## src/rtl/prio_irq_ctrl.sv

```systemverilog
module prio_irq_ctrl #(
  parameter int NSRC = 8,
  parameter int NEXT = 2,
  parameter int AW   = 4,
  parameter int DW   = 16,
  parameter int VW   = $clog2(NSRC)
) (
  input  logic                 clk,
  input  logic                 rst_n,
  input  logic [NEXT-1:0]      ext_pin,
  input  logic [NSRC-NEXT-1:0] per_set,
  input  logic                 trap_lvl,
  input  logic                 reg_we,
  input  logic [AW-1:0]        reg_addr,
  input  logic [DW-1:0]        reg_wdata,
  output logic [DW-1:0]        reg_rdata,
  input  logic                 irq_ack,
  input  logic                 irq_ret,
  output logic                 irq_req,
  output logic [VW-1:0]        irq_vec,
  output logic                 irq_alt
);
  localparam int NPR    = (NSRC + 3) / 4;
  localparam int A_FLAG = 0;
  localparam int A_EN   = 1;
  localparam int A_PR   = 2;
  localparam int A_CTL  = A_PR + NPR;
  localparam int A_SR   = A_CTL + 1;
  localparam int A_CORE = A_CTL + 2;

  logic [NSRC-1:0] flag, en;
  logic [2:0]      prio [NSRC];
  logic [2:0]      cpu_lvl;
  logic            nest_dis, alt_sel, in_svc;
  logic [NEXT-1:0] pol, s1, s2, s3;
  logic            best_ok;
  logic [VW-1:0]   best_idx;
  logic [2:0]      best_lvl;

  wire [NEXT-1:0] ext_edge = (s2 & ~s3 & ~pol) | (~s2 & s3 & pol);
  wire [NSRC-1:0] hw_set   = {per_set, ext_edge};
  wire wr_flag = reg_we && (reg_addr == AW'(A_FLAG));
  wire wr_en   = reg_we && (reg_addr == AW'(A_EN));
  wire wr_ctl  = reg_we && (reg_addr == AW'(A_CTL));
  wire wr_sr   = reg_we && (reg_addr == AW'(A_SR));
  wire unused_ok = ^{reg_wdata};

  always_ff @(posedge clk or negedge rst_n) begin
    if (!rst_n) begin
      s1 <= '0; s2 <= '0; s3 <= '0;
      flag <= '0; en <= '0; pol <= '0;
      nest_dis <= 1'b0; alt_sel <= 1'b0; in_svc <= 1'b0;
      cpu_lvl <= '0;
      for (int i = 0; i < NSRC; i++) prio[i] <= '0;
    end else begin
      s1 <= ext_pin; s2 <= s1; s3 <= s2;
      flag <= (wr_flag ? (flag & reg_wdata[NSRC-1:0]) : flag) | hw_set;
      if (wr_en) en <= reg_wdata[NSRC-1:0];
      for (int i = 0; i < NSRC; i++)
        if (reg_we && reg_addr == AW'(A_PR + i / 4))
          prio[i] <= reg_wdata[4*(i%4) +: 3];
      if (wr_ctl) begin
        nest_dis <= reg_wdata[0];
        alt_sel  <= reg_wdata[1];
        pol      <= reg_wdata[2 +: NEXT];
      end
      if (irq_ret) in_svc <= 1'b0;
      if (irq_ack && irq_req) begin
        cpu_lvl <= best_lvl;
        in_svc  <= 1'b1;
      end else if (wr_sr) begin
        cpu_lvl <= reg_wdata[7:5];
      end
    end
  end

  always_comb begin
    best_ok  = 1'b0;
    best_idx = '0;
    best_lvl = '0;
    for (int i = 0; i < NSRC; i++)
      if (flag[i] && en[i] && prio[i] > cpu_lvl && (!best_ok || prio[i] > best_lvl)) begin
        best_ok  = 1'b1;
        best_idx = VW'(i);
        best_lvl = prio[i];
      end
  end

  assign irq_req = best_ok && !trap_lvl && !(nest_dis && in_svc);
  assign irq_vec = best_idx;
  assign irq_alt = alt_sel;

  always_comb begin
    reg_rdata = '0;
    if (reg_addr == AW'(A_FLAG)) reg_rdata[NSRC-1:0] = flag;
    if (reg_addr == AW'(A_EN))   reg_rdata[NSRC-1:0] = en;
    for (int i = 0; i < NSRC; i++)
      if (reg_addr == AW'(A_PR + i / 4)) reg_rdata[4*(i%4) +: 3] = prio[i];
    if (reg_addr == AW'(A_CTL))  reg_rdata[2+NEXT-1:0] = {pol, alt_sel, nest_dis};
    if (reg_addr == AW'(A_SR))   reg_rdata[7:5] = cpu_lvl;
    if (reg_addr == AW'(A_CORE)) reg_rdata[3] = trap_lvl;
  end

  assert_sticky_R1: assert property (@(posedge clk) disable iff (!rst_n)
    !reg_we |=> ((flag & $past(flag)) == $past(flag)));
  assert_enable_R2: assert property (@(posedge clk) disable iff (!rst_n)
    irq_req |-> (flag[irq_vec] && en[irq_vec]));
  assert_above_cpu_R5: assert property (@(posedge clk) disable iff (!rst_n)
    irq_req |-> (prio[irq_vec] > cpu_lvl));
  assert_ack_level_R9: assert property (@(posedge clk) disable iff (!rst_n)
    (irq_ack && irq_req) |=> (cpu_lvl == $past(prio[irq_vec]) && in_svc));
  assert_set_wins_R11: assert property (@(posedge clk) disable iff (!rst_n)
    (wr_flag && per_set[0]) |=> flag[NEXT]);
endmodule

```

## config.mk

```make
export PLATFORM = sky130hd
export DESIGN_NAME = prio_irq_ctrl
export DESIGN_NICKNAME = d
export VERILOG_FILES = /design/src/rtl/prio_irq_ctrl.sv
export SDC_FILE = /design/constraint.sdc
export NUM_CORES = 1
export LEC_CHECK = 0
export BUFFER_PORTS_ARGS = -buffer_cell sky130_fd_sc_hd__clkbuf_2
export CORE_MARGIN = 3
export CORE_UTILIZATION = 25
export DETAILED_ROUTE_END_ITERATION = 8
export GPL_ROUTABILITY_DRIVEN = 0
export HOLD_SLACK_MARGIN = 0.02
export PLACE_DENSITY_LB_ADDON = 0.2
export SYNTH_ARGS = -nofsm -noshare
export SYNTH_HDL_FRONTEND = slang
export SYNTH_SLANG_ARGS = --single-unit
export TNS_END_PERCENT = 50
```

## constraint.sdc

```tcl
create_clock -name clk -period 16.95 [get_ports clk]
set_input_delay 4.2375 -clock clk [delete_from_list [all_inputs] [get_ports clk]]
set_output_delay 4.2375 -clock clk [all_outputs]
set_load 0.02 [all_outputs]
```

==> flow_summary.ini <==
[outcome]
outcome = completed

[critical_path]
critPathSlowestCell = o21bai_1
cpPeakStageDelay_ns = 0.50
worstPathArrival_ns = 11.89
criticalPathCategory = flip-flop to output port
crit_top_cell = ha_1
reg2reg_slack_ns = 5.15
path_max_fanout = 11
r2r-start = cpu_lvl[1]
cp.buffers_inverters = 2
worst_path_dominant_cell_family = compound AO/OA/AOI/OAI gates
worstPathRequired_ns = 12.71
cp-start-kind = flip-flop
rr_endpoint = cpu_lvl[1]
end_kind = output port
worstRegToRegCells = 52

[global_route]
grt_max_degree = 55
grtUsageTotal = 0.139
grt_overflow_total = 0
antenna_found_initial = 0
grt_pass1_wl_um = 19300
grt_pass1_vias = 3389

[routing]
drt-initial-drc-count = 190
wl_per_cell_um = 18.2
met3_length_um = 553
drt-total-wl_um = 12300
wl_met1_um = 6130
vias = 3415
top_layer_used = met4
met2_length_um = 5390
drt_pass1_iterations = 4
route.detailed.vias_per_inst = 5.04
drc = 0
ant_nets = 0

[min_path]
holdPathStages = 0
hp-start = s1[1]
min_to = s2[1]
hp-class = flip-flop to flip-flop

[clock_tree]
cts-hold-fix-buffers = 0
clk_pin_slew_ns = 0.07
cts_tree = yes
clk_latency_ns = 0.30
clock-sinks = 54
postCtsSetupBuffers = 0
cts-root-buf = clkbuf_16
cts_buffer_depth = 2
htreeDepth = 2
cts_buffers = 5

[cells_and_area]
syn_to_final_growth_pct = 16.7
finalNonFillerCells = 678
final_net_count = 540
drive_above_1_share = 0.275
diodes = 0

[pwr]
internal_power_mw = 0.462
power.share.clock = 0.147
p_leak_nw = 2.08
swShare = 0.459
ir_drop_uv = 61.0
power_switching_mw = 0.392
comb_power_share = 0.633
power_frac_seq = 0.220
power.total_mw = 0.854
p_per_area_nw_per_um2 = 179

[timing]
setup_tns_ns = 0
hold_violations = 0
clock_skew_ns = 0.00496
rsz0062_at_grt = no
min_period_ns = 16.13
finalSetupViolCount = 0
clock.fmax_mhz = 62.0
slew-limit-headroom = 0.280
fin_crit_sh = 0.951
maxSlewViolCount = 0
worst_pin_slew_ns = 1.07

[yosys]
synth_seq_cells = 54
synth.yosys.seq_area_share = 0.330
ys.flop_type = dfrtp_1
synth_area_um2 = 4100
synth-edff-count = 0
yosysUniqueCellTypes = 68
postSynthCellCount = 410
synth_warnings = 0
synthArstFlopShare = 1.00
syn_area_per_cell_um2 = 9.99

[die]
pin_count = 55
fp.dieArea_um2 = 18000
fp.dieH_um = 134
row_count = 46
fp.coreArea_um2 = 15900
initial_core_util = 0.257
fp.dieW_um = 134

[placement]
placedCellCount = 670
hpwl_um = 9650
io_buffers = 50

[job]
maxCapViolations = 0
==> metal layers <==
metal / global-route usage / up-vias
li1: - / 1646
met1: 0.204 / 1657
met2: 0.210 / 96
met3: 0.0244 / 16
met4: 0.0371 / 0
met5: 0 / -
==> sequential cells by signal, summed over array words and instances, names as in the netlist <==
register and flops:
irq_alt 1, prio 24, cpu_lvl 3, s3 2
s1 2, s2 2, in_svc 1, flag 8
pol 2, nest_dis 1, en 8
==> per-stage QoR <==
stage	util	instance area, um^2	setup WS [ns]	hold slack [ns]
2_1_floorplan	-	4100	2.51	0.331
3_3_place_gp	0.288	4600	1.27	0.336
3_5_place_dp	0.288	4600	1.18	0.336
4_1_cts	0.299	4770	0.781	0.352
5_1_grt	0.300	4780	0.130	0.363
6_report	0.300	4780	0.824	0.352
==> cells in the mapped netlist, types with 4 or more instances <==
master / n / area share
a21oi_1: 14 / 0.017
a221o_1: 4 / 0.0098
a31oi_1: 4 / 0.0061
and2_1: 6 / 0.0092
buf_4: 4 / 0.0073
clkbuf_1: 5 / 0.0046
dfrtp_1: 54 / 0.33
ha_1: 45 / 0.14
inv_1: 20 / 0.018
mux2_2: 35 / 0.096
mux2i_1: 10 / 0.024
nand2_1: 26 / 0.024
nand2b_1: 8 / 0.012
nand3_1: 23 / 0.028
nor2_1: 23 / 0.021
nor2b_1: 12 / 0.018
nor3_1: 9 / 0.011
o2111ai_1: 4 / 0.0086
o21a_1: 7 / 0.013
o21ai_0: 23 / 0.028
o31ai_1: 5 / 0.0092
==> cells in the final DEF (no fill, tap or decap), drive strengths merged, types with 5 or more instances in the layout <==
master   n
o21a     8
o21ai   28
ha      45
dfrtp   54
nand2   26
inv     21
a21oi   16
nor2b   13
mux2i   10
nand3   23
clkbuf  56
a31oi    5
o31ai    6
mux2    35
nor2    25
and2     7
nor3    12
nand2b   8
==> kinds of logic after synthesis <==
kind of cell,Yosys count,synth area share
adders and majority gates,45,0.137
muxes,45,0.121
AOI/OAI and AO/OA,112,0.222
DFF,54,0.330
other,1,0.000916
and+or+nand+nor,122,0.157
buffers and inverters,31,0.0321
==> worst max-delay path by stage <==
stage | startpoint | to | slack, ns | cells after the start
final | cpu_lvl[1] | irq_vec[2] | 0.82 | 52
after global routing | cpu_lvl[1] | irq_vec[1] | 0.13 | 52
after CTS | cpu_lvl[1] | irq_vec[2] | 0.78 | 52
after detailed placement | cpu_lvl[1] | irq_vec[2] | 1.18 | 52
after global placement | cpu_lvl[1] | irq_vec[2] | 1.27 | 52
after floorplan | cpu_lvl[1] | irq_vec[2] | 2.51 | 53
==> power groups by stage <==
stage	registers, mW	logic [mW]	clock network, mW
2_1_floorplan	0.179	0.408	0
3_3_place_gp	0.190	0.516	0
3_5_place_dp	0.191	0.534	0
4_1_cts	0.188	0.538	0.129
5_1_grt	0.193	0.599	0.135
6_report	0.188	0.540	0.125
==> final cells by class <==
cell class	instances	area, um^2
fillers	1688	11200
inverters	20	75.1
repair buffers	54	280
multi-input cells	326	2630
flip-flops and latches	54	1350
clock buffers	6	139
clock inverters	2	38.8
well taps	216	270
==> repair_timing <==
item	4_1_cts	5_1_grt
hold endpoints to repair	0	0
resized for setup	0	1
endpoints found under the setup margin	0	1
No activity file was read; power rests on OpenSTA's default activity.
